### config.mk
export PLATFORM = sky130hd
export DESIGN_NAME = rtc_bcd_core
export DESIGN_NICKNAME = d
export VERILOG_FILES = /design/src/rtl/rtc_pkg.sv /design/src/rtl/rtc_tick_gate.sv /design/src/rtl/rtc_time_chain.sv /design/src/rtl/rtc_date_chain.sv /design/src/rtl/rtc_bcd_core.sv
export SDC_FILE = /design/constraint.sdc
export NUM_CORES = 1
export LEC_CHECK = 0
export BUFFER_PORTS_ARGS = -buffer_cell sky130_fd_sc_hd__buf_4
export CELL_PAD_IN_SITES_DETAIL_PLACEMENT = 1
export CELL_PAD_IN_SITES_GLOBAL_PLACEMENT = 2
export CORE_UTILIZATION = 35
export CTS_CLUSTER_SIZE = 25
export DETAILED_ROUTE_END_ITERATION = 10
export PLACE_DENSITY = 0.95
export SYNTH_ARGS = -nofsm -noshare
export SYNTH_HDL_FRONTEND = slang
export SYNTH_HIERARCHICAL = 1
export SYNTH_SLANG_ARGS = --single-unit
export TNS_END_PERCENT = 10
### constraint.sdc
create_clock -name clk -period 5.9 [get_ports clk]
set_input_delay 0.59 -clock clk [delete_from_list [all_inputs] [get_ports clk]]
set_output_delay 0.59 -clock clk [all_outputs]
set_load 0.01 [all_outputs]
### src/rtl/rtc_pkg.sv
package rtc_pkg;

  typedef enum logic [2:0] {
    FLD_SEC   = 3'd0,
    FLD_MIN   = 3'd1,
    FLD_HOUR  = 3'd2,
    FLD_DATE  = 3'd3,
    FLD_MONTH = 3'd4,
    FLD_WDAY  = 3'd5,
    FLD_YEAR  = 3'd6,
    FLD_NONE  = 3'd7
  } fld_e;

  // Add one to a two-digit packed BCD value (no range wrap here).
  function automatic logic [7:0] bcd_inc(input logic [7:0] v);
    logic [7:0] r;
    if (v[3:0] == 4'd9) r = {v[7:4] + 4'd1, 4'd0};
    else                r = {v[7:4], v[3:0] + 4'd1};
    return r;
  endfunction

  // A two-digit BCD year is a multiple of four when the tens digit is even
  // and the units are 0/4/8, or the tens digit is odd and the units are 2/6.
  function automatic logic bcd_mult4(input logic [7:0] y);
    logic r;
    if (y[4]) r = (y[3:0] == 4'd2) || (y[3:0] == 4'd6);
    else      r = (y[3:0] == 4'd0) || (y[3:0] == 4'd4) || (y[3:0] == 4'd8);
    return r;
  endfunction

  // Last day of a BCD month.
  function automatic logic [7:0] month_end(input logic [7:0] m, input logic leap);
    logic [7:0] r;
    case (m)
      8'h02:                      r = leap ? 8'h29 : 8'h28;
      8'h04, 8'h06, 8'h09, 8'h11: r = 8'h30;
      default:                    r = 8'h31;
    endcase
    return r;
  endfunction

endpackage

### src/rtl/rtc_tick_gate.sv
module rtc_tick_gate
  import rtc_pkg::*;
#(
  parameter int SUBDIV = 1
) (
  input  logic clk,
  input  logic rst_n,
  input  logic tick_i,
  input  logic halt_i,
  input  logic any_wr_i,
  input  logic sec_wr_i,
  output logic adv_o
);
  localparam int CW = (SUBDIV > 1) ? $clog2(SUBDIV) : 1;
  localparam logic [CW-1:0] LAST = CW'(SUBDIV - 1);

  logic [CW-1:0] cnt_q;
  logic          take;

  assign take  = tick_i && !halt_i && !any_wr_i;
  assign adv_o = take && (cnt_q == LAST);

  always_ff @(posedge clk) begin
    if (!rst_n)        cnt_q <= '0;
    else if (sec_wr_i) cnt_q <= '0;
    else if (take)     cnt_q <= (cnt_q == LAST) ? '0 : cnt_q + 1'b1;
  end

  AST_HALT_CNT_HOLD: assert property (@(posedge clk) disable iff (!rst_n)
    (halt_i && !any_wr_i) |=> $stable(cnt_q));

  AST_SECWR_CLEARS: assert property (@(posedge clk) disable iff (!rst_n)
    sec_wr_i |=> (cnt_q == '0));

endmodule

### src/rtl/rtc_time_chain.sv
module rtc_time_chain
  import rtc_pkg::*;
(
  input  logic       clk,
  input  logic       rst_n,
  input  logic       adv_i,
  input  logic       wr_en_i,
  input  logic [2:0] wr_sel_i,
  input  logic [7:0] wr_data_i,
  output logic [7:0] sec_o,
  output logic [7:0] min_o,
  output logic [7:0] hour_o,
  output logic       halt_o,
  output logic       sec_wr_o,
  output logic       day_carry_o
);
  logic [7:0] sec_q, min_q, hour_q;
  logic [7:0] sec_nx, min_nx, hour_nx;
  logic       sec_wrap, min_wrap, mode12, pm;

  assign mode12 = hour_q[7];
  assign pm     = hour_q[5];

  assign sec_wrap    = adv_i && (sec_q[6:0] == 7'h59);
  assign min_wrap    = sec_wrap && (min_q == 8'h59);
  assign day_carry_o = min_wrap &&
                       (mode12 ? (pm && hour_q[4:0] == 5'h11) : (hour_q[5:0] == 6'h23));

  always_comb begin
    sec_nx = sec_wrap ? {sec_q[7], 7'h00}
                      : ((bcd_inc(sec_q & 8'h7F) & 8'h7F) | {sec_q[7], 7'h00});
    min_nx = (min_q == 8'h59) ? 8'h00 : (bcd_inc(min_q) & 8'h7F);
    if (!mode12) begin
      hour_nx = (hour_q[5:0] == 6'h23) ? 8'h00 : (bcd_inc(hour_q & 8'h3F) & 8'h3F);
    end else if (hour_q[4:0] == 5'h12) begin
      hour_nx = {1'b1, 1'b0, pm, 5'h01};
    end else if (hour_q[4:0] == 5'h11) begin
      hour_nx = {1'b1, 1'b0, ~pm, 5'h12};
    end else begin
      hour_nx = (bcd_inc(hour_q & 8'h1F) & 8'h1F) | {1'b1, 1'b0, pm, 5'h00};
    end
  end

  assign sec_wr_o = wr_en_i && (wr_sel_i == FLD_SEC);

  always_ff @(posedge clk) begin
    if (!rst_n) begin
      sec_q  <= 8'h00;
      min_q  <= 8'h00;
      hour_q <= 8'h00;
    end else begin
      if (sec_wr_o) sec_q <= wr_data_i;
      else if (adv_i) sec_q <= sec_nx;

      if (wr_en_i && wr_sel_i == FLD_MIN) min_q <= wr_data_i & 8'h7F;
      else if (sec_wrap) min_q <= min_nx;

      if (wr_en_i && wr_sel_i == FLD_HOUR) hour_q <= wr_data_i & 8'hBF;
      else if (min_wrap) hour_q <= hour_nx;
    end
  end

  assign sec_o  = sec_q;
  assign min_o  = min_q;
  assign hour_o = hour_q;
  assign halt_o = sec_q[7];

  AST_SEC_WRAP: assert property (@(posedge clk) disable iff (!rst_n)
    sec_wrap |=> (sec_o[6:0] == 7'h00));

  AST_MIN_WRAP: assert property (@(posedge clk) disable iff (!rst_n)
    min_wrap |=> (min_o == 8'h00));

  AST_MIDNIGHT_24: assert property (@(posedge clk) disable iff (!rst_n)
    (min_wrap && !mode12 && hour_q == 8'h23) |=> (hour_o == 8'h00));

  AST_PM_FLIP: assert property (@(posedge clk) disable iff (!rst_n)
    (min_wrap && mode12 && hour_q[4:0] == 5'h11) |=> (hour_o[5] != $past(hour_o[5])));

  AST_NOON_KEEP: assert property (@(posedge clk) disable iff (!rst_n)
    (min_wrap && mode12 && hour_q[4:0] == 5'h12) |=> $stable(hour_o[5]));

endmodule

### src/rtl/rtc_date_chain.sv
module rtc_date_chain
  import rtc_pkg::*;
(
  input  logic       clk,
  input  logic       rst_n,
  input  logic       day_carry_i,
  input  logic       wr_en_i,
  input  logic [2:0] wr_sel_i,
  input  logic [7:0] wr_data_i,
  output logic [7:0] date_o,
  output logic [7:0] month_o,
  output logic [7:0] wday_o,
  output logic [7:0] year_o
);
  logic [7:0] date_q, month_q, wday_q, year_q;
  logic [7:0] last_day;
  logic       leap, month_carry, year_carry;

  assign leap        = bcd_mult4(year_q);
  assign last_day    = month_end(month_q, leap);
  assign month_carry = day_carry_i && (date_q == last_day);
  assign year_carry  = month_carry && (month_q == 8'h12);

  always_ff @(posedge clk) begin
    if (!rst_n) begin
      date_q  <= 8'h01;
      month_q <= 8'h01;
      wday_q  <= 8'h01;
      year_q  <= 8'h00;
    end else begin
      if (wr_en_i && wr_sel_i == FLD_DATE) date_q <= wr_data_i & 8'h3F;
      else if (day_carry_i) date_q <= month_carry ? 8'h01 : bcd_inc(date_q);

      if (wr_en_i && wr_sel_i == FLD_WDAY) wday_q <= wr_data_i & 8'h07;
      else if (day_carry_i) wday_q <= (wday_q == 8'h07) ? 8'h01 : wday_q + 8'h01;

      if (wr_en_i && wr_sel_i == FLD_MONTH) month_q <= wr_data_i & 8'h1F;
      else if (month_carry) month_q <= year_carry ? 8'h01 : bcd_inc(month_q);

      if (wr_en_i && wr_sel_i == FLD_YEAR) year_q <= wr_data_i;
      else if (year_carry) year_q <= (year_q == 8'h99) ? 8'h00 : bcd_inc(year_q);
    end
  end

  assign date_o  = date_q;
  assign month_o = month_q;
  assign wday_o  = wday_q;
  assign year_o  = year_q;

  AST_WDAY_WRAP: assert property (@(posedge clk) disable iff (!rst_n)
    (day_carry_i && wday_q == 8'h07) |=> (wday_o == 8'h01));

  AST_MONTH_FIRST: assert property (@(posedge clk) disable iff (!rst_n)
    month_carry |=> (date_o == 8'h01));

  AST_YEAR_WRAP: assert property (@(posedge clk) disable iff (!rst_n)
    (year_carry && year_q == 8'h99) |=> (year_o == 8'h00));

endmodule

### src/rtl/rtc_bcd_core.sv
module rtc_bcd_core
  import rtc_pkg::*;
#(
  parameter int SUBDIV = 1
) (
  input  logic       clk,
  input  logic       rst_n,
  input  logic       tick_i,
  input  logic       wr_en_i,
  input  logic [2:0] wr_sel_i,
  input  logic [7:0] wr_data_i,
  output logic [7:0] sec_o,
  output logic [7:0] min_o,
  output logic [7:0] hour_o,
  output logic [7:0] date_o,
  output logic [7:0] month_o,
  output logic [7:0] wday_o,
  output logic [7:0] year_o
);
  logic any_wr, adv, halt, sec_wr, day_carry;

  // Select code 7 is not a write, so it neither loads nor blocks a tick.
  assign any_wr = wr_en_i && (wr_sel_i != FLD_NONE);

  rtc_tick_gate #(.SUBDIV(SUBDIV)) u_gate (
    .clk      (clk),
    .rst_n    (rst_n),
    .tick_i   (tick_i),
    .halt_i   (halt),
    .any_wr_i (any_wr),
    .sec_wr_i (sec_wr),
    .adv_o    (adv)
  );

  rtc_time_chain u_time (
    .clk         (clk),
    .rst_n       (rst_n),
    .adv_i       (adv),
    .wr_en_i     (wr_en_i),
    .wr_sel_i    (wr_sel_i),
    .wr_data_i   (wr_data_i),
    .sec_o       (sec_o),
    .min_o       (min_o),
    .hour_o      (hour_o),
    .halt_o      (halt),
    .sec_wr_o    (sec_wr),
    .day_carry_o (day_carry)
  );

  rtc_date_chain u_date (
    .clk         (clk),
    .rst_n       (rst_n),
    .day_carry_i (day_carry),
    .wr_en_i     (wr_en_i),
    .wr_sel_i    (wr_sel_i),
    .wr_data_i   (wr_data_i),
    .date_o      (date_o),
    .month_o     (month_o),
    .wday_o      (wday_o),
    .year_o      (year_o)
  );

  AST_HALT_FREEZE: assert property (@(posedge clk) disable iff (!rst_n)
    (sec_o[7] && !wr_en_i) |=> ($stable(sec_o) && $stable(min_o) && $stable(hour_o) &&
                                $stable(date_o) && $stable(wday_o)));

  AST_WRITE_WINS: assert property (@(posedge clk) disable iff (!rst_n)
    (wr_en_i && wr_sel_i != FLD_SEC && wr_sel_i != FLD_NONE) |=> $stable(sec_o));

  AST_SEL7_NOP: assert property (@(posedge clk) disable iff (!rst_n)
    (wr_en_i && wr_sel_i == FLD_NONE && !tick_i) |=>
      ($stable(sec_o) && $stable(min_o) && $stable(hour_o) && $stable(year_o)));

endmodule

Word-level counts from Yosys, hierarchy flattened
Index checks and enable logic that the tools add are counted.

word-level totals
  memories kept = 0
  bits in writable memories = 0
  memory bits (read-only) = 0
  bits in latches = 0
  output and inout port bits = 56
  input port bits = 15
  logic and storage cells = 164
  register bits after elaboration = 56

cells by class
  bitwise operators = 5
  multipliers = 0
  $add $sub $neg = 15
  div/mod/pow operators = 0
  equal/unequal tests = 33
  reductions and logical operators = 53
  $lt $le $gt $ge = 0
  shift operators = 0
  multiplexer cells = 39

operators with widths
  operator             count
  $mux 8               17
  $add 4x1->4 const B  9
  $mux 7               5
  $mux 5               6
  $eq 4x4->1 const B   7
  $eq 8x3->1 const B   3
  $mux 6               4
  $reduce_bool 2->1    9
  $logic_and 1x1->1    17
  $eq 8x5->1 const B   2
  $pmux 8 s2           1
  $reduce_and 2->1     8
  $eq 7x7->1 const B   2
  $reduce_bool 3->1    4
  $eq 5x5->1 const B   2
  $reduce_or 2->1      5
  $eq 3x3->1 const B   3
  $add 8x1->8 const B  1
  $eq 4x3->1 const B   2
  $eq 8x2->1 const B   1
  $eq 8x4->1 const B   1
  $eq 8x8->1           1
  $eq 8x8->1 const B   1
  $or 5x8->8           1
  20 further kinds     33

Logic depth before layout (Yosys ltp)
Gate-level depths: netlist of run 1.

  depth after elaboration = 13
  depth in mapped cells = 14
  depth with buffers taken out = 11

By module
Netlist of run 1, hierarchy kept.

modules (own cells, without submodules)
  module          instances  area each (um2)  cells each  sequential area each (um2)
  rtc_date_chain  1          2107.0           270         640.6
  rtc_time_chain  1          1600.3           199         440.4
  rtc_tick_gate   1          12.5             1           0.0
  rtc_bcd_core    1          10.0             2           0.0

Least setup slack after synthesis of run 1
OpenSTA, ideal clock, no wires.

  path kind = input to register
  from = input port wr_sel_i[2]
  to = register u_date.year_q[3] (netlist: u_date/year_o[3])
  stages on the path = 12
  arrival time = 3.052 ns
  buffers on the path = 3
  path slack = 2.769 ns
  required time = 5.821 ns
  library setup time = 0.079 ns
  cells stage by stage = a31oi_1 nor3b_2 buf_2 and4b_4 nand4_4 a21oi_1 clkbuf_1 nand3_1 or3_1 clkbuf_1 or4_1 o211ai_1

between the ends
  word-level cells in the longest chain between the ends = 11
  elaborated cells on any way between the ends = 14
  those cells by class = 2 x eq/ne; 1 x mux; 11 x reduce/logical

RTL lines
  what                         line                  text
  from (decl)                  rtc_bcd_core.sv:10    input logic [2:0] wr_sel_i,
  $ne 3x3->1                   rtc_bcd_core.sv:23    assign any_wr = wr_en_i && (wr_sel_i != FLD_NONE);
  $logic_and 1x1->1            rtc_bcd_core.sv:23
  $logic_not 1->1              rtc_tick_gate.sv:20   assign take = tick_i && !halt_i && !any_wr_i;
  $logic_and 1x1->1            rtc_tick_gate.sv:20
  $logic_and 1x1->1            rtc_tick_gate.sv:21   assign adv_o = take && (cnt_q == LAST);
  net adv                      rtc_bcd_core.sv:20    logic any_wr, adv, halt, sec_wr, day_carry;
  $logic_and 1x1->1            rtc_time_chain.sv:24  assign sec_wrap = adv_i && (sec_q[6:0] == 7'h59);
  $logic_and 1x1->1            rtc_time_chain.sv:25  assign min_wrap = sec_wrap && (min_q == 8'h59);
  $logic_and 1x1->1            rtc_time_chain.sv:26  assign day_carry_o = min_wrap &&
  net day_carry                rtc_bcd_core.sv:20
  $logic_and 1x1->1            rtc_date_chain.sv:21  assign month_carry = day_carry_i && (date_q == last_day);
  $logic_and 1x1->1            rtc_date_chain.sv:22  assign year_carry = month_carry && (month_q == 8'h12);
  $reduce_bool 2->1 (no line)  -
  to (signal assigned)         rtc_date_chain.sv:40  if (wr_en_i && wr_sel_i == FLD_YEAR) year_q <= wr_data_i;
  to (signal assigned)         rtc_date_chain.sv:41  else if (year_carry) year_q <= (year_q == 8'h99) ? 8'h00 : bcd_inc(year_q);
  to (decl)                    rtc_date_chain.sv:15  logic [7:0] date_q, month_q, wday_q, year_q;

The timed path passes the listed nets, and every way through them passes these cells.
A chain may end at the register's enable or synchronous reset.

Worst setup path in the final report of run 1
  from = input port wr_sel_i[1]
  to = register u_date.month_q[6] (netlist: u_date/month_o[6])

between the ends
  word-level cells in the longest chain between the ends = 12
  elaborated cells on any way between the ends = 16
  those cells by class = 2 x eq/ne; 1 x mux; 13 x reduce/logical

RTL lines
  what                         line                  text
  $ne 3x3->1 *                 rtc_bcd_core.sv:23
  $logic_and 1x1->1 *          rtc_bcd_core.sv:23
  net any_wr                   rtc_bcd_core.sv:20
  $logic_not 1->1 *            rtc_tick_gate.sv:20
  $logic_and 1x1->1 *          rtc_tick_gate.sv:20
  $logic_and 1x1->1 *          rtc_tick_gate.sv:21
  net adv                      rtc_bcd_core.sv:20
  $logic_and 1x1->1 *          rtc_time_chain.sv:24
  $logic_and 1x1->1 *          rtc_time_chain.sv:25
  $logic_and 1x1->1 *          rtc_time_chain.sv:26
  net day_carry                rtc_bcd_core.sv:20
  $logic_and 1x1->1 *          rtc_date_chain.sv:21
  $logic_and 1x1->1            rtc_date_chain.sv:22
  $reduce_bool 2->1 (no line)  -
  $reduce_and 2->1 (no line)   -
  to (signal assigned)         rtc_date_chain.sv:37  if (wr_en_i && wr_sel_i == FLD_MONTH) month_q <= wr_data_i & 8'h1F;
  to (signal assigned)         rtc_date_chain.sv:38  else if (month_carry) month_q <= year_carry ? 8'h01 : bcd_inc(month_q);
  to (decl)                    rtc_date_chain.sv:15

Mark *: on every way through the listed nets, which the timed path passes. The rest lies on a longest branch.

==> results of run 1 <==
-- worst reg2reg max path: stages (launching register included) --
cell and delay [ns]:
dfxtp_1 0.36, nor3b_2 0.45, and4b_4 0.38, nand4_4 0.17, a21oi_1 0.23, buf_4 0.25, nand3_1 0.18, a211oi_1 0.27
mux2i_1 0.26, buf_4 0.25, or4_1 0.48, a21oi_1 0.16
-- power groups by stage --
| stage | Clock (mW) | Sequential, mW | Combinational [mW] |
|---|---|---|---|
| finish | 0.239 | 0.396 | 0.114 |
| global route | 0.255 | 0.399 | 0.125 |
| CTS | 0.245 | 0.396 | 0.114 |
| detailed placement | 0 | 0.405 | 0.113 |
| global placement | 0 | 0.404 | 0.109 |
| floorplan | 0 | 0.404 | 0.0633 |
-- registers in the layout, summed over array words and instances (netlist names) --
register and count:
u_date/month_o 8, u_time/min_o 7, u_time/hour_o 7, u_date/date_o 8
u_time/sec_o 8, u_date/year_o 8, u_date/wday_o 8
-- cell type report --
| type | count | share of cell area [%] |
|---|---|---|
| multi-input combinational | 366 | 54.9 |
| sequential | 54 | 24.5 |
| timing repair buffer | 70 | 11.9 |
| tap | 136 | 3.86 |
| inverter | 29 | 2.47 |
| clock buffer | 6 | 1.88 |
| clock inverter | 2 | 0.369 |
-- Yosys cell counts, types with 5 or more instances --
cell type,number
a211oi_1,12
a21oi_1,23
a31oi_1,14
buf_2,6
clkbuf_1,12
dfxtp_1,54
ha_1,18
inv_1,28
mux2i_1,6
nand2_1,38
nand2b_1,5
nand3_1,22
nand4_1,7
nor2_1,35
nor2b_1,8
nor3_1,11
o21ai_0,45
o31ai_1,7
or3_1,9
xnor2_1,5
xor2_1,6
-- worst paths after layout --
| kind | start | end | depth (start not counted) |
|---|---|---|---|
| max reg2reg | u_time/sec_o[7]$_SDFFE_PN0P_ | u_date/month_o[6]$_SDFFE_PP0P_ | 11 |
| min | u_time/sec_o[7]$_SDFFE_PN0P_ | u_time/sec_o[7]$_SDFFE_PN0P_ | 2 |
| min reg2reg | u_time/sec_o[7]$_SDFFE_PN0P_ | u_time/sec_o[7]$_SDFFE_PN0P_ | 2 |
| max | wr_sel_i[1] | u_date/month_o[6]$_SDFFE_PP0P_ | 13 |
-- through the flow --
stage	instances	instance area, µm²
2_1_floorplan	473	3730
3_3_place_gp	655	4310
3_5_place_dp	655	4310
4_1_cts	663	4400
5_1_grt	663	4400
6_report	663	4400
-- layer usage --
layer / share of wire, % / track usage, % / up-vias / wire length, µm
met5: 0 / 0 / - / 0
met4: 1.9 / 6.54 / 0 / 217
met3: 3.5 / 2.91 / 19 / 401
met2: 49 / 35.3 / 82 / 5530
met1: 46 / 26.2 / 1856 / 5160
li1: - / - / 1848 / -
-- cell families (layout without fill, tap and decap cells) --
logic type | after synthesis | count (layout)
buf+inv | 53 | 107
mux | 9 | 9
xor+xnor | 11 | 11
other cells | 1 | 2
fa+ha+maj | 18 | 18
compound gates | 141 | 141
flops | 54 | 54
simple gates | 185 | 185
==> qor.yml, run 1 <==
ios: 71
p_total_mw: 0.749
hold_viol_final: 0
clock_skew_ns: 0.0114
cp_slowest_cell: "or4_1"
antenna_found_initial: 0
cts_tree: "done"
tns_ns: 0
grt_max_degree: 44
worstSetupStartpointType: "input pin"
synth-compound-area-share_pct: 25.0
netlist.area_leader.share_pct: 29.0
synth_adder_area_share_pct: 6.04
p_int_mw: 0.523
drive_gt1_share_pct: 18.6
netlist.top_cell.by_area: "dfxtp_1"
synthMuxAreaShare_pct: 2.52
holdWs_ns: 0.523
post-cts-setup-buffers: 0
finalCoreUtilization_pct: 42.7
run_status: "finished, final reports clean"
drc: 0
gp_routability_congestion: 0.854
power_frac_comb_pct: 15.2
min_period_ns: 3.65
port_buffers: 68
drv_slew: 0
cp_cell_sequence: "buf_4, a31oi_1, nor3b_2, and4b_4, nand4_4, a21oi_1, buf_4, nand3_1, a211oi_1, mux2i_1, buf_4, or4_1, a21oi_1"
via_count: 3805
final-seq-area_um2: 1080
synthArstFlopShare_pct: 0
fin_ws_ns: 2.25
synthXorXnorAreaFrac_pct: 2.58
grt_setup_unrepaired: "false"
start_util_pct: 36.1
fill_cells: 1305
synth-seq-cells: 54
drtIter0Drc: 134
synth_edf_count: 0
die_h_um: 105
fin_crit_sh_pct: 61.9
power_density_nw_per_um2: 170
num_rows: 37
end_kind: "flop"
critPathRequiredTime_ns: 6.17
setup-violations-final: 0
postSynthAreaPerCell_um2: 7.90
synth_top_family_by_area: "simple AND/OR/NAND/NOR gates"
slew_headroom_pct: 43.2
drt_first_pass_iters: 4
root_buffer: "clkbuf_8"
yosys_warnings: 6
min_path_type: "reg -> reg"
ctsHoldBuffers: 0
synth_area_leaders: "dfxtp_1, ha_1, o21ai_0"
area_delta_synth_final_pct: 18.1
nets: 559
dp_hpwl_um: 8340
antennaDiodeCount: 0
die_area_um2: 11100
grt_pass1_wl_um: 18400
yosys.area_share.simple_pct: 28.5
core_um2: 10300
routed_wl_um: 11300
max_freq_ghz: 0.274
syn_area_um2: 3730
vdd_drop_max_v: 0.0000900
cts_resized: 0
syn_inst: 472
grt_usage_pct: 20.5
worstMarginPinSlew_ns: 0.845
clock-sinks: 54
arrival_ns: 3.92
path_delay_family: "simple AND/OR/NAND/NOR gates"
max_stage_delay_ns: 0.48
mostFrequentLayoutCells: "buf_4, dfxtp_1, o21ai_0"
path_max_fanout: 17
die_w_um: 105
grt_pass1_vias: 3643
sw_frac_of_total_pct: 30.2
seqPwrFrac_pct: 52.9
power_leakage_nw: 1.67
cp_common_cell: "buf_4"
r2r_setup_slack_ns: 2.39
grt-ovfl-total: 0
maxCapViolCount: 0
ys_seq_area_share_pct: 29.0
multi_input_area_um2: 2420
wire_per_inst_um: 17.1
viasPerCell: 5.74
p_clk_share_pct: 31.9
path_clk_slew_ns: 0.11
p_sw_mw: 0.226
cts_max_level: 2
pre_cts_ws_ns: 1.95
cts-buffers-inserted: 5
ant_nets: 0
ys_types: 78
synth_flop_cell: "dfxtp_1"
final_common_cell: "buf_4"
critPathBufInv: 3
cts_buffer_depth: 2
clk_latency_ns: 0.33
path_class: "in -> reg"
(Power assumes the default switching activity.)
==> run 2: changes to the inputs <==
CORE_UTILIZATION = 32   (was 35)
PLACE_DENSITY = 0.92   (was 0.95)
clock period = 3.65 ns   (was 5.9 ns; I/O delays follow)
==> qor.yml, run 2 (same netlist as run 1, synthesis figures left out) <==
run_status: "finished, final reports clean"
antennaDiodeCount: 0  # unchanged
cts_tree: "done"
cp_common_cell: "a21oi_1"
cts_buffer_depth: 2  # unchanged
core_um2: 11400  # +10%
grt-ovfl-total: 0  # unchanged
min_period_ns: 3.25
p_total_mw: 1.39  # +85%
cp_slowest_cell: "or4_1"
cts-buffers-inserted: 5  # unchanged
min_from: "wr_data_i[7]"
ant_nets: 0  # unchanged
vdd_drop_max_v: 0.000213  # +140%
grt_setup_unrepaired: "false"
drv_slew: 0  # unchanged
gp_routability_congestion: 0.774  # -9.3%
cts_resized: 0  # unchanged
p_int_mw: 1.01  # +94%
slew_headroom_pct: 40.9  # -2.3 points
p_sw_mw: 0.372  # +64%
grt_pass1_vias: 3888  # +6.7%
maxCapViolCount: 0  # unchanged
clock_skew_ns: 0.00661  # -0.00474 ns
path_delay_family: "simple AND/OR/NAND/NOR gates"
viasPerCell: 5.71  # -0.49%
power_leakage_nw: 1.71  # +2.1%
path_class: "reg -> reg"
tns_ns: 0  # unchanged
num_rows: 39  # +5.4%
startpoint: "u_time/sec_o[0]$_SDFFE_PN0P_"
setup-violations-final: 0  # unchanged
mostFrequentLayoutCells: "buf_4, dfxtp_1, o21ai_0"
cts_max_level: 2  # unchanged
regToRegStartpoint: "u_time/sec_o[0]$_SDFFE_PN0P_"
critPathBufInv: 0  # -3
post-cts-setup-buffers: 0  # unchanged
clk_latency_ns: 0.30  # -0.03 ns
wire_per_inst_um: 17.7  # +3.7%
ios: 71  # unchanged
arrival_ns: 3.48  # -0.44 ns
routed_wl_um: 11900  # +4.9%
antenna_found_initial: 0  # unchanged
fin_crit_sh_pct: 89.1
worstMarginPinSlew_ns: 0.862  # +0.0164 ns
die_w_um: 110  # +4.5%
grt_pass1_wl_um: 19500  # +6.2%
max_freq_ghz: 0.308
drive_gt1_share_pct: 18.6  # -0.035 points
fill_cells: 1399  # +7.2%
power_density_nw_per_um2: 309  # +81%
end_kind: "flop"
dp_cells: 663  # +1.2%
path_clk_slew_ns: 0.07  # -0.04 ns
dp_hpwl_um: 8590  # +3.0%
area_delta_synth_final_pct: 20.3
nets: 560  # +0.18%
power_frac_comb_pct: 13.4  # -1.8 points
die_h_um: 110  # +4.5%
max_stage_delay_ns: 0.57  # +0.09 ns
port_buffers: 68  # unchanged
final_common_cell: "buf_4"
fin_cells: 671  # +1.2%
ctsHoldBuffers: 0  # unchanged
critPathRequiredTime_ns: 3.88  # -2.29 ns
worstSetupStartpointType: "flop"
drc: 0  # unchanged
cp_cell_sequence: "ha_1, and4b_4, nand4_4, a21oi_1, nand3_1, a211oi_1, mux2i_1, or4_1, a21oi_1"
min_path_type: "in -> reg"
p_clk_share_pct: 40.3  # +8.4 points
start_util_pct: 32.8  # -3.3 points
sw_frac_of_total_pct: 26.9  # -3.3 points
drt_first_pass_iters: 4  # unchanged
grt_max_degree: 44  # unchanged
die_area_um2: 12100  # +9.2%
seqPwrFrac_pct: 46.3  # -6.6 points
grt_usage_pct: 20.8  # +0.32 points
hold_viol_final: 0  # unchanged
drtIter0Drc: 182  # +36%
path_max_fanout: 13  # -4
root_buffer: "clkbuf_16"
via_count: 3832  # +0.71%
clock-sinks: 54  # unchanged
## run 2: cell count changes in the layout (fill, tap and decap cells not counted), sizes merged
cell    delta
buf        +1
bufinv     +1
inv        -1
## run 2: path summary, 6_finish.rpt
| check | endpoint | slack, ns | depth (start not counted) |
|---|---|---|---|
| setup / recovery | u_date/month_o[6]$_SDFFE_PP0P_ | 0.40 | 9 |
| hold reg to reg | u_time/sec_o[7]$_SDFFE_PN0P_ | 0.51 | 2 |
| hold / removal | u_time/hour_o[7]$_SDFFE_PN0P_ | 0.35 | 3 |
| setup reg to reg | u_date/month_o[6]$_SDFFE_PP0P_ | 0.40 | 9 |
## run 2: per-layer routing
metal / vias to the layer above / routed length (µm) / global-route usage, %
li1: 1855 / - / -
met1: 1876 / 5420 / 26.6
met2: 83 / 5690 / 35.5
met3: 18 / 454 / 2.37
met4: 0 / 305 / 7.90
met5: - / 0 / 0
## run 2: final cells by class
class                   instances  area, µm²  share of cell area [%]
repair buffers                 71        533                    11.9
multi-input cells             366       2420                    53.9
inverters                      29        109                    2.43
flip-flops and latches         54       1080                    24.1
clock buffers                   6        129                    2.87
well taps                     143        179                    3.99
clock inverters                 2       37.5                   0.836
## run 2: worst reg2reg max path, stage by stage (launching register included)
cell and delay, ns:
dfxtp_1 0.46, ha_1 0.28, and4b_4 0.34, nand4_4 0.16
a21oi_1 0.38, nand3_1 0.23, a211oi_1 0.27, mux2i_1 0.34
or4_1 0.57, a21oi_1 0.15
## run 2: stage by stage
stage	worst slack [ns]	cell area [µm²]	hold slack [ns]	util [%]
floorplan	0.744	3730	0.461	-
global placement	0.569	4320	0.494	38.0
detailed placement	0.390	4320	0.504	38.0
CTS	0.450	4490	0.341	39.5
global route	0.159	4490	0.358	39.5
finish	0.398	4490	0.350	39.5
## run 2: power by group through the flow
stage	clock [mW]	sequential, mW	combinational, mW
2_1_floorplan	0	0.652	0.102
3_3_place_gp	0	0.654	0.178
3_5_place_dp	0	0.655	0.184
4_1_cts	0.574	0.641	0.186
5_1_grt	0.594	0.646	0.206
6_report	0.558	0.641	0.186
==> run 3: changes to the inputs <==
ABC_AREA = 1   (was default)
CORE_UTILIZATION = 31   (was 32)
CTS_BUF_LIST = sky130_fd_sc_hd__clkbuf_8   (was default)
PLACE_DENSITY = 0.94   (was 0.92)
==> qor.yml, run 3 <==
power_density_nw_per_um2: 243  # -21%
synth_area_leaders: "dfxtp_1, nand2_1, inv_1"
multi_input_area_um2: 2390  # -1.2%
worstMarginPinSlew_ns: 0.504  # -0.358 ns
ios: 71  # unchanged
synth-seq-cells: 54  # unchanged
yosys_warnings: 6  # unchanged
vdd_drop_max_v: 0.000118  # -45%
ant_nets: 0  # unchanged
netlist.top_cell.by_area: "dfxtp_1"
final-seq-area_um2: 1080  # unchanged
tns_ns: 0  # unchanged
cts_tree: "done"
cts_buffer_depth: 2  # unchanged
path_clk_slew_ns: 0.11  # +0.04 ns
critPathRequiredTime_ns: 3.86  # -0.02 ns
num_rows: 40  # +2.6%
startpoint: "u_time/min_o[0]$_SDFFE_PN0P_"
use_met2_pct: 34.8  # -0.69 points
r2r_setup_slack_ns: 0.87  # +0.47 ns
power_leakage_nw: 2.09  # +23%
r2r_cells: 17  # +8
end_kind: "flop"
maxCapViolCount: 0  # unchanged
worstSetupStartpointType: "flop"
min_period_ns: 2.78  # -0.474 ns
netlist.area_leader.share_pct: 28.1  # -0.85 points
hold_viol_final: 0  # unchanged
postSynthAreaPerCell_um2: 6.49  # -18%
p_clk_share_pct: 31.6  # -8.7 points
synthTopCellsByCount: "nand2_1, inv_1, nor2_1"
arrival_ns: 2.99  # -0.49 ns
dp_cells: 822  # +24%
sw_frac_of_total_pct: 30.0  # +3.1 points
fill_cells: 1607  # +15%
syn_inst: 592  # +25%
clk_latency_ns: 0.33  # +0.03 ns
fin_crit_sh_pct: 76.1  # -13 points
met1_usage_pct: 25.0  # -1.6 points
final_common_cell: "nand2_1"
cts_max_level: 2  # unchanged
min_from: "wr_data_i[7]"
synthArstFlopShare_pct: 0  # unchanged
grt_setup_unrepaired: "false"
setup-violations-final: 0  # unchanged
top_usage_layer: "met2"
synth_flop_cell: "dfxtp_1"
wire_per_inst_um: 14.9  # -16%
regToRegStartpoint: "u_time/min_o[0]$_SDFFE_PN0P_"
ys_seq_area_share_pct: 28.1  # -0.85 points
die_h_um: 113  # +3.1%
slew_headroom_pct: 66.4  # +25 points
clock-sinks: 54  # unchanged
antenna_found_initial: 0  # unchanged
max_freq_ghz: 0.360  # +17%
drt_first_pass_iters: 4  # unchanged
drtIter0Drc: 157  # -14%
power_frac_comb_pct: 13.4  # about the same
path_class: "reg -> reg"
r2r-end: "u_date/year_o[2]$_SDFFE_PN0P_"
gp_routability_congestion: 0.842  # +8.8%
die_w_um: 113  # +3.1%
grt_pass1_vias: 4080  # +4.9%
nets: 694  # +24%
core_um2: 12100  # +6.1%
routed_wl_um: 12300  # +3.9%
start_util_pct: 31.9  # -0.95 points
die_area_um2: 12800  # +6.2%
ctsHoldBuffers: 0  # unchanged
p_int_mw: 0.783  # -23%
min_path_type: "in -> reg"
seqPwrFrac_pct: 54.9  # +8.6 points
antennaDiodeCount: 0  # unchanged
min_to: "u_time/sec_o[7]$_SDFFE_PN0P_"
run_status: "finished, final reports clean"
port_buffers: 68  # unchanged
whs_path_depth: 3  # unchanged
fin_cells: 829  # +24%
grt_usage_pct: 19.6  # -1.2 points
mostFrequentLayoutCells: "nand2_1, inv_1, buf_4"
ys_types: 43  # -45%
root_buffer: "clkbuf_8"
cts_resized: 0  # unchanged
synth_most_common_cell: "nand2_1"
p_total_mw: 1.12  # -19%
post-cts-setup-buffers: 0  # unchanged
grt_max_degree: 25  # -43%
viasPerCell: 4.91  # -14%
dp_hpwl_um: 9590  # +12%
clock_skew_ns: 0.00983  # +0.00322 ns
p_sw_mw: 0.335  # -9.9%
via_count: 4067  # +6.1%
grt_pass1_wl_um: 20100  # +3.1%
syn_area_um2: 3840  # +3.0%
path_max_fanout: 13  # unchanged
grt_use_met3_pct: 2.36  # -0.014 points
drc: 0  # unchanged
synth_edf_count: 0  # unchanged
drv_slew: 0  # unchanged
cts-buffers-inserted: 5  # unchanged
grt-ovfl-total: 0  # unchanged
area_delta_synth_final_pct: 20.0
drive_gt1_share_pct: 19.1  # +0.50 points
[run 3: final cells by class]
type                       count  area share [%]
clock buffer                   5            1.49
timing repair buffer          70            11.4
sequential                    54            23.4
multi-input combinational    445            51.9
clock inverter                 2           0.326
tap                          168            4.56
inverter                      85            6.92
[run 3: logic make-up (layout without fill, tap and decap cells)]
group	Yosys count	after routing	share of synthesized area [%]
and+or+nand+nor	320	320	39.6
AOI/OAI and AO/OA	90	90	13.2
adders and majority gates	18	18	5.86
buffers and inverters	94	162	9.74
DFF	54	54	28.1
xor gates and xnor gates	15	15	3.42
other	1	2	0.0976
[run 3: through the flow]
step / util [%] / hold slack [ns] / setup WS, ns / instance area, µm²
after detailed placement: 37.5 / 0.494 / 0.615 / 4530
after CTS: 38.2 / 0.329 / 0.850 / 4610
after global placement: 37.5 / 0.480 / 0.731 / 4530
after floorplan: - / 0.459 / 1.20 / 3850
after global routing: 38.2 / 0.328 / 0.643 / 4610
final: 38.2 / 0.330 / 0.872 / 4610
[run 3: worst max-delay path by stage]
stage,cells past startpoint,endpoint,slack [ns]
floorplan,21,u_date/year_o[4]$_SDFFE_PN0P_,1.20
global placement,21,u_date/year_o[3]$_SDFFE_PN0P_,0.73
detailed placement,21,u_date/year_o[2]$_SDFFE_PN0P_,0.62
CTS,17,u_date/year_o[1]$_SDFFE_PN0P_,0.85
global route,17,u_date/year_o[3]$_SDFFE_PN0P_,0.64
finish,17,u_date/year_o[2]$_SDFFE_PN0P_,0.87
[run 3: worst max-delay path: stages (launching register included)]
cell	delay [ns]
dfxtp_1	0.44
ha_1	0.20
nand2_1	0.07
nor2_2	0.12
nand2_2	0.11
nor2_8	0.15
o21ai_1	0.08
nor3b_1	0.19
buf_4	0.21
nand2_1	0.06
nor2_1	0.15
nand3_2	0.12
nor2_4	0.15
nand3_2	0.12
nand2_2	0.22
inv_1	0.12
nand2_1	0.09
a21oi_1	0.06
[run 3: routing by layer]
metal  vias to the layer above  wire length, µm
met3                         5              356
met5                         -                0
li1                       2043                -
met2                        55             6070
met4                         0               99
met1                      1964             5810
[run 3: power groups by stage]
stage / logic, mW / registers (mW) / clock network, mW
finish: 0.150 / 0.615 / 0.354
global route: 0.166 / 0.617 / 0.388
CTS: 0.151 / 0.615 / 0.371
detailed placement: 0.150 / 0.628 / 0
global placement: 0.145 / 0.628 / 0
floorplan: 0.0818 / 0.629 / 0
